$ cat config.mk
export PLATFORM = sky130hd
export DESIGN_NAME = diag_threshold_monitor
export DESIGN_NICKNAME = d
export VERILOG_FILES = /design/src/rtl/diag_cmp_pkg.sv /design/src/rtl/diag_word_reg.sv /design/src/rtl/diag_word_store.sv /design/src/rtl/diag_limit_cmp.sv /design/src/rtl/diag_flag_pack.sv /design/src/rtl/diag_threshold_monitor.sv
export SDC_FILE = /design/constraint.sdc
export NUM_CORES = 1
export LEC_CHECK = 0
export ABC_AREA = 1
export BUFFER_PORTS_ARGS = -buffer_cell sky130_fd_sc_hd__buf_2
export CAP_MARGIN = 15
export CORE_MARGIN = 2
export CORE_UTILIZATION = 55
export DETAILED_ROUTE_END_ITERATION = 8
export PLACE_DENSITY_LB_ADDON = 0.1
export SYNTH_ARGS = -nofsm -noshare
export SYNTH_HDL_FRONTEND = slang
export SYNTH_HIERARCHICAL = 1
export SYNTH_SLANG_ARGS = --single-unit
$ cat constraint.sdc
create_clock -name clk -period 4.5 [get_ports clk]
set_clock_uncertainty 0.1 [all_clocks]
set_input_delay 0.675 -clock clk [delete_from_list [all_inputs] [get_ports clk]]
set_output_delay 0.675 -clock clk [all_outputs]
set_load 0.02 [all_outputs]
$ cat src/rtl/diag_cmp_pkg.sv
package diag_cmp_pkg;
   // order of the four limit words inside one quantity group
   typedef enum logic [1:0] {
      LIM_HI_ALM = 2'd0,
      LIM_LO_ALM = 2'd1,
      LIM_HI_WRN = 2'd2,
      LIM_LO_WRN = 2'd3
   } limit_e;

   localparam int LIMITS_PER_QTY = 4;

   // bit index of a flag inside a flag vector packed from its MSB down
   function automatic int flag_pos(input int q, input bit is_low, input int total);
      return total - 1 - 2 * q - (is_low ? 1 : 0);
   endfunction
endpackage

$ cat src/rtl/diag_word_reg.sv
module diag_word_reg #(
   parameter int WORD_W = 16,
   parameter int ADDR_W = 8,
   parameter int BASE   = 0
) (
   input  logic              clk,
   input  logic              rst_n,
   input  logic              wr_en,
   input  logic [ADDR_W-1:0] wr_addr,
   input  logic [7:0]        wr_data,
   input  logic [ADDR_W-1:0] rd_addr,
   output logic [WORD_W-1:0] word,
   output logic              rd_hit,
   output logic [7:0]        rd_byte
);
   localparam int BPW = WORD_W / 8;

   logic [WORD_W-1:0] word_q;

   always_ff @(posedge clk or negedge rst_n) begin
      if (!rst_n) begin
         word_q <= '0;
      end else if (wr_en) begin
         for (int b = 0; b < BPW; b++) begin
            if (wr_addr == ADDR_W'(BASE + b))
               word_q[WORD_W-1-8*b -: 8] <= wr_data;
         end
      end
   end

   always_comb begin
      rd_hit  = 1'b0;
      rd_byte = 8'h00;
      for (int b = 0; b < BPW; b++) begin
         if (rd_addr == ADDR_W'(BASE + b)) begin
            rd_hit  = 1'b1;
            rd_byte = word_q[WORD_W-1-8*b -: 8];
         end
      end
   end

   assign word = word_q;
endmodule

$ cat src/rtl/diag_word_store.sv
module diag_word_store #(
   parameter int WORD_W   = 16,
   parameter int ADDR_W   = 8,
   parameter int NUM_QTY  = 5,
   parameter int THR_BASE = 0,
   parameter int VAL_BASE = 96
) (
   input  logic                                                      clk,
   input  logic                                                      rst_n,
   input  logic                                                      wr_en,
   input  logic [ADDR_W-1:0]                                         wr_addr,
   input  logic [7:0]                                                wr_data,
   input  logic [ADDR_W-1:0]                                         rd_addr,
   output logic [NUM_QTY*diag_cmp_pkg::LIMITS_PER_QTY-1:0][WORD_W-1:0] thr_words,
   output logic [NUM_QTY-1:0][WORD_W-1:0]                             val_words,
   output logic [7:0]                                                rd_byte
);
   localparam int BPW     = WORD_W / 8;
   localparam int NUM_THR = NUM_QTY * diag_cmp_pkg::LIMITS_PER_QTY;
   localparam int NUM_ALL = NUM_THR + NUM_QTY;

   logic [NUM_ALL-1:0][WORD_W-1:0] all_words;
   logic [NUM_ALL-1:0]             hit_v;
   logic [NUM_ALL-1:0][7:0]        byte_v;

   for (genvar i = 0; i < NUM_ALL; i++) begin : g_word
      localparam int W_BASE = (i < NUM_THR) ? (THR_BASE + i * BPW)
                                            : (VAL_BASE + (i - NUM_THR) * BPW);
      diag_word_reg #(
         .WORD_W (WORD_W),
         .ADDR_W (ADDR_W),
         .BASE   (W_BASE)
      ) i_word (
         .clk     (clk),
         .rst_n   (rst_n),
         .wr_en   (wr_en),
         .wr_addr (wr_addr),
         .wr_data (wr_data),
         .rd_addr (rd_addr),
         .word    (all_words[i]),
         .rd_hit  (hit_v[i]),
         .rd_byte (byte_v[i])
      );
   end

   always_comb begin
      rd_byte = 8'h00;
      for (int i = 0; i < NUM_ALL; i++) begin
         if (hit_v[i]) rd_byte = rd_byte | byte_v[i];
      end
   end

   assign thr_words = all_words[NUM_THR-1:0];
   assign val_words = all_words[NUM_ALL-1:NUM_THR];
endmodule

$ cat src/rtl/diag_limit_cmp.sv
module diag_limit_cmp #(
   parameter int WORD_W    = 16,
   parameter bit IS_SIGNED = 1'b0
) (
   input  logic [WORD_W-1:0] value,
   input  logic [WORD_W-1:0] hi_lim,
   input  logic [WORD_W-1:0] lo_lim,
   output logic              above,
   output logic              below
);
   if (IS_SIGNED) begin : g_signed
      assign above = $signed(value) > $signed(hi_lim);
      assign below = $signed(value) < $signed(lo_lim);
   end else begin : g_unsigned
      assign above = value > hi_lim;
      assign below = value < lo_lim;
   end
endmodule

$ cat src/rtl/diag_flag_pack.sv
module diag_flag_pack #(
   parameter int NUM_QTY = 5,
   parameter int FLAG_W  = 16
) (
   input  logic [NUM_QTY-1:0] above,
   input  logic [NUM_QTY-1:0] below,
   output logic [FLAG_W-1:0]  flags
);
   always_comb begin
      flags = '0;
      for (int q = 0; q < NUM_QTY; q++) begin
         flags[diag_cmp_pkg::flag_pos(q, 1'b0, FLAG_W)] = above[q];
         flags[diag_cmp_pkg::flag_pos(q, 1'b1, FLAG_W)] = below[q];
      end
   end
endmodule

$ cat src/rtl/diag_threshold_monitor.sv
module diag_threshold_monitor #(
   parameter int                 NUM_QTY     = 5,
   parameter int                 WORD_W      = 16,
   parameter int                 ADDR_W      = 8,
   parameter int                 THR_BASE    = 0,
   parameter int                 VAL_BASE    = 96,
   parameter int                 ALARM_BASE  = 112,
   parameter int                 WARN_BASE   = 116,
   parameter logic [NUM_QTY-1:0] SIGNED_MASK = NUM_QTY'(1)
) (
   input  logic              clk,
   input  logic              rst_n,
   input  logic              wr_en,
   input  logic [ADDR_W-1:0] wr_addr,
   input  logic [7:0]        wr_data,
   input  logic              sample,
   input  logic [ADDR_W-1:0] rd_addr,
   output logic [7:0]        rd_data
);
   import diag_cmp_pkg::*;

   localparam int BPW        = WORD_W / 8;
   localparam int NUM_THR    = NUM_QTY * LIMITS_PER_QTY;
   localparam int FLAG_BYTES = (2 * NUM_QTY + 7) / 8;
   localparam int FLAG_W     = FLAG_BYTES * 8;

   // elaboration-time parameter checks
   if (WORD_W % 8 != 0 || WORD_W < 8) begin : g_bad_word
      $error("WORD_W must be a positive multiple of 8");
   end
   if (THR_BASE + NUM_THR * BPW > VAL_BASE) begin : g_bad_thr
      $error("limit region overlaps reading region");
   end
   if (VAL_BASE + NUM_QTY * BPW > ALARM_BASE) begin : g_bad_val
      $error("reading region overlaps alarm bytes");
   end
   if (ALARM_BASE + FLAG_BYTES > WARN_BASE) begin : g_bad_alm
      $error("alarm bytes overlap warning bytes");
   end
   if (WARN_BASE + FLAG_BYTES > (1 << ADDR_W)) begin : g_bad_wrn
      $error("warning bytes exceed address space");
   end

   logic [NUM_THR-1:0][WORD_W-1:0] thr_words;
   logic [NUM_QTY-1:0][WORD_W-1:0] val_words;
   logic [7:0]                     store_byte;

   diag_word_store #(
      .WORD_W   (WORD_W),
      .ADDR_W   (ADDR_W),
      .NUM_QTY  (NUM_QTY),
      .THR_BASE (THR_BASE),
      .VAL_BASE (VAL_BASE)
   ) i_store (
      .clk       (clk),
      .rst_n     (rst_n),
      .wr_en     (wr_en),
      .wr_addr   (wr_addr),
      .wr_data   (wr_data),
      .rd_addr   (rd_addr),
      .thr_words (thr_words),
      .val_words (val_words),
      .rd_byte   (store_byte)
   );

   logic [NUM_QTY-1:0] alm_above, alm_below, wrn_above, wrn_below;

   for (genvar q = 0; q < NUM_QTY; q++) begin : g_qty
      diag_limit_cmp #(
         .WORD_W    (WORD_W),
         .IS_SIGNED (SIGNED_MASK[q])
      ) i_alm_cmp (
         .value  (val_words[q]),
         .hi_lim (thr_words[q*LIMITS_PER_QTY + int'(LIM_HI_ALM)]),
         .lo_lim (thr_words[q*LIMITS_PER_QTY + int'(LIM_LO_ALM)]),
         .above  (alm_above[q]),
         .below  (alm_below[q])
      );
      diag_limit_cmp #(
         .WORD_W    (WORD_W),
         .IS_SIGNED (SIGNED_MASK[q])
      ) i_wrn_cmp (
         .value  (val_words[q]),
         .hi_lim (thr_words[q*LIMITS_PER_QTY + int'(LIM_HI_WRN)]),
         .lo_lim (thr_words[q*LIMITS_PER_QTY + int'(LIM_LO_WRN)]),
         .above  (wrn_above[q]),
         .below  (wrn_below[q])
      );
   end

   logic [FLAG_W-1:0] alarm_next, warn_next;
   logic [FLAG_W-1:0] alarm_q, warn_q;

   diag_flag_pack #(.NUM_QTY(NUM_QTY), .FLAG_W(FLAG_W)) i_alm_pack (
      .above (alm_above),
      .below (alm_below),
      .flags (alarm_next)
   );
   diag_flag_pack #(.NUM_QTY(NUM_QTY), .FLAG_W(FLAG_W)) i_wrn_pack (
      .above (wrn_above),
      .below (wrn_below),
      .flags (warn_next)
   );

   always_ff @(posedge clk or negedge rst_n) begin
      if (!rst_n) begin
         alarm_q <= '0;
         warn_q  <= '0;
      end else if (sample) begin
         alarm_q <= alarm_next;
         warn_q  <= warn_next;
      end
   end

   always_comb begin
      rd_data = store_byte;
      for (int fb = 0; fb < FLAG_BYTES; fb++) begin
         if (rd_addr == ADDR_W'(ALARM_BASE + fb)) rd_data = alarm_q[FLAG_W-1-8*fb -: 8];
         if (rd_addr == ADDR_W'(WARN_BASE + fb))  rd_data = warn_q[FLAG_W-1-8*fb -: 8];
      end
   end
endmodule

==> out/results.txt <==
Slew @ Worst Pin: 1.20 ns
Clock Latency Late Sink: 0.63 ns
Worst slew margin: 19.8%
Port bufs: 35
Antenna violation net count after detailed routing: 0
CP required: 3.72 ns
Post-CTS Setup Bufs: 0
Flops & latches, synth: 432
GR Overflow Total: 0
Final nets: 5363
H-Tree Depth: 2
Maximum VDD drop: 0.267 mV
WP data arrival: 3.52 ns
Final setup fails: 0
RSZ-0062 raised after global routing: no
Die W: 257 um
Core ar.: 0.0632 sq mm
Status: finished, final reports clean
CP max FO: 16
Crit end category: output pin
Via count: 33800
Fmax: 0.233 GHz
Synth Area per Inst: 7.10 sq um
Yosys cell types: 41
Clock transition at path regs: 0.05 ns
Initial DRC count: 3755
Non-filler cells, final: 5914
Most common cell after layout, fill and taps aside: nand2_1
Initial antenna violation count: 3
First-pass GRT wire length: 192000 um
Area share of the largest cell type after synthesis: 30.6%
HP Class: reg2reg
Seq/Total Area, Yosys: 30.6%
Residual DRC count: 0
Final cycle utilization of the critical path: 95.4%
Final hold vios: 0
Yosys top cell by area: dfrtp_1
Dpl hpwl: 86900 um
Total negative slack: 0 ns
Fill cells: 6028
Sink Count: 432
CTS tree: done
Most frequent cells in the layout: 1828 x nand2_1, 660 x nand3_1, 548 x inv_1
Vias per inst: 5.72
Syn. warnings: 6
Power Density: 304 mW/mm^2
Clk buf depth: 3
DRT Wirelength: 125000 um
Gate Count Post-Synth: 4970
Kind of critical path: in2out
I/O pins: 36
Vias in the first global route: 31500
Die footprint: 0.0662 sq mm
Num CTS Buffers: 53
Antenna diodes: 0
Leakage: 0.0211 uW
Root Buffer: clkbuf_16
Fraction of layout cells with a size suffix above 1: 12.3%
Gr usage total: 37.8%
Slew Limit Fails: 0
DRT Pass-1 Iters: 6
Maxcap violations: 0
Initial core utilization: 55.8%
Site Rows: 92
Area Growth Syn to Fin: 7.96%
Largest net degree at the start of global routing: 111
Die H: 257 um
Tmin final: 4.29 ns
Routed len/inst: 21.1 um
Synth top area cells: dfrtp_1 31%, nand2_1 19%, ha_1 11%
Mapped Area: 0.0353 sq mm
RePlAce Congestion: 1.04
CP startpoint kind: primary input
Cells after DPL: 5815
[cells by family (layout without fill, tap and decap cells)]
| family | Yosys count | count (layout) | synth area share [%] |
|---|---|---|---|
| and+or+nand+nor | 3232 | 3232 | 44.3 |
| buffers and inverters | 773 | 861 | 10.1 |
| DFF | 432 | 432 | 30.6 |
| adders and majority gates | 310 | 310 | 11.0 |
| AOI/OAI and AO/OA | 198 | 198 | 3.19 |
| muxes | 23 | 23 | 0.734 |
| other | 2 | 12 | 0.0213 |
[sequential cells by signal, indices dropped and copies added (netlist names)]
name	flops
warn_q	16
i_store/g_word.i_word/word	400
alarm_q	16
[stage by stage]
stage,util [%],cell area (sq um),hold WS (ns),total power [uW],setup slack (ns)
finish,60.3,38100,0.395,11600,0.206
global route,60.3,38100,0.427,12100,0.0660
CTS,60.2,38100,0.397,11600,0.286
detailed placement,57.2,36200,0.383,6860,0.291
global placement,57.2,36200,0.381,6810,0.287
floorplan,-,35300,0.279,6040,1.52
[final timing paths]
path | startpoint | to | slack [ns] | depth (start not counted)
max | rd_addr[3] | rd_data[1] | 0.21 | 18
min reg2reg | i_store/g_word[6].i_word/word[13] | i_store/g_word[6].i_word/word[13] | 0.40 | 2
max reg2reg | i_store/g_word[20].i_word/word[15] | warn_q[15] | 2.26 | 8
min in group asynchronous | rst_n | i_store/g_word[3].i_word/word[13] | 0.55 | 2
max in group asynchronous | rst_n | i_store/g_word[14].i_word/word[3] | 2.65 | 3
min | i_store/g_word[6].i_word/word[13] | i_store/g_word[6].i_word/word[13] | 0.40 | 2
[what timing repair did]
item,CTS,global route
hold buffers,1,0
endpoints found under the hold margin,69,0
gates resized for setup,0,3
endpoints found under the setup margin,0,1
[power by group]
part           switching (uW)  internal [uW]
clock network            1850           2890
registers                 347           4150
logic                    1590            772
[worst max-delay path, cell delays in order]
cell     delay [ns]
buf_2          0.46
buf_4          0.40
or2_4          0.22
nor2_4         0.06
o21a_1         0.28
nand2_1        0.09
nand2_1        0.05
nor2_1         0.21
nand2_1        0.12
nor2_1         0.13
nand2_1        0.07
inv_1          0.06
nand2_1        0.05
nand3_1        0.08
nand3_1        0.21
nand3_1        0.14
nand2_1        0.05
buf_2          0.15
[layout make-up]
| cell class | count | area [sq um] | area share [%] |
|---|---|---|---|
| Timing Repair Buffer | 117 | 963 | 2.53 |
| Inverter | 646 | 2430 | 6.37 |
| Tap cell | 846 | 1060 | 2.78 |
| Clock buffer | 71 | 1530 | 4.01 |
| Sequential cell | 432 | 10800 | 28.4 |
| Clock inverter | 27 | 375 | 0.986 |
| Multi-Input combinational cell | 3775 | 20900 | 54.9 |
[cells in the mapped netlist (all sizes together)]
| master | n |
|---|---|
| inv | 626 |
| nand3 | 710 |
| o21ai | 30 |
| or2 | 18 |
| nand3b | 1 |
| nor3 | 52 |
| dfrtp | 432 |
| clkinv | 20 |
| a21o | 14 |
| nand2 | 1885 |
| nor2 | 328 |
| and2 | 5 |
| ha | 310 |
| nand4 | 228 |
| mux2 | 23 |
| nor3b | 5 |
| conb | 2 |
| o21a | 12 |
| a21oi | 142 |
| buf | 124 |
| clkbuf | 3 |
[metal layers]
| layer | GRT usage, % | vias up | wire length, um |
|---|---|---|---|
| met3 | 6.41 | 292 | 11400 |
| li1 | - | 16200 | - |
| met1 | 53.3 | 15900 | 54000 |
| met2 | 58.2 | 1451 | 54400 |
| met4 | 13.9 | 2 | 4930 |
| met5 | 0 | - | 13 |
Power figures use the tool's default switching activity.
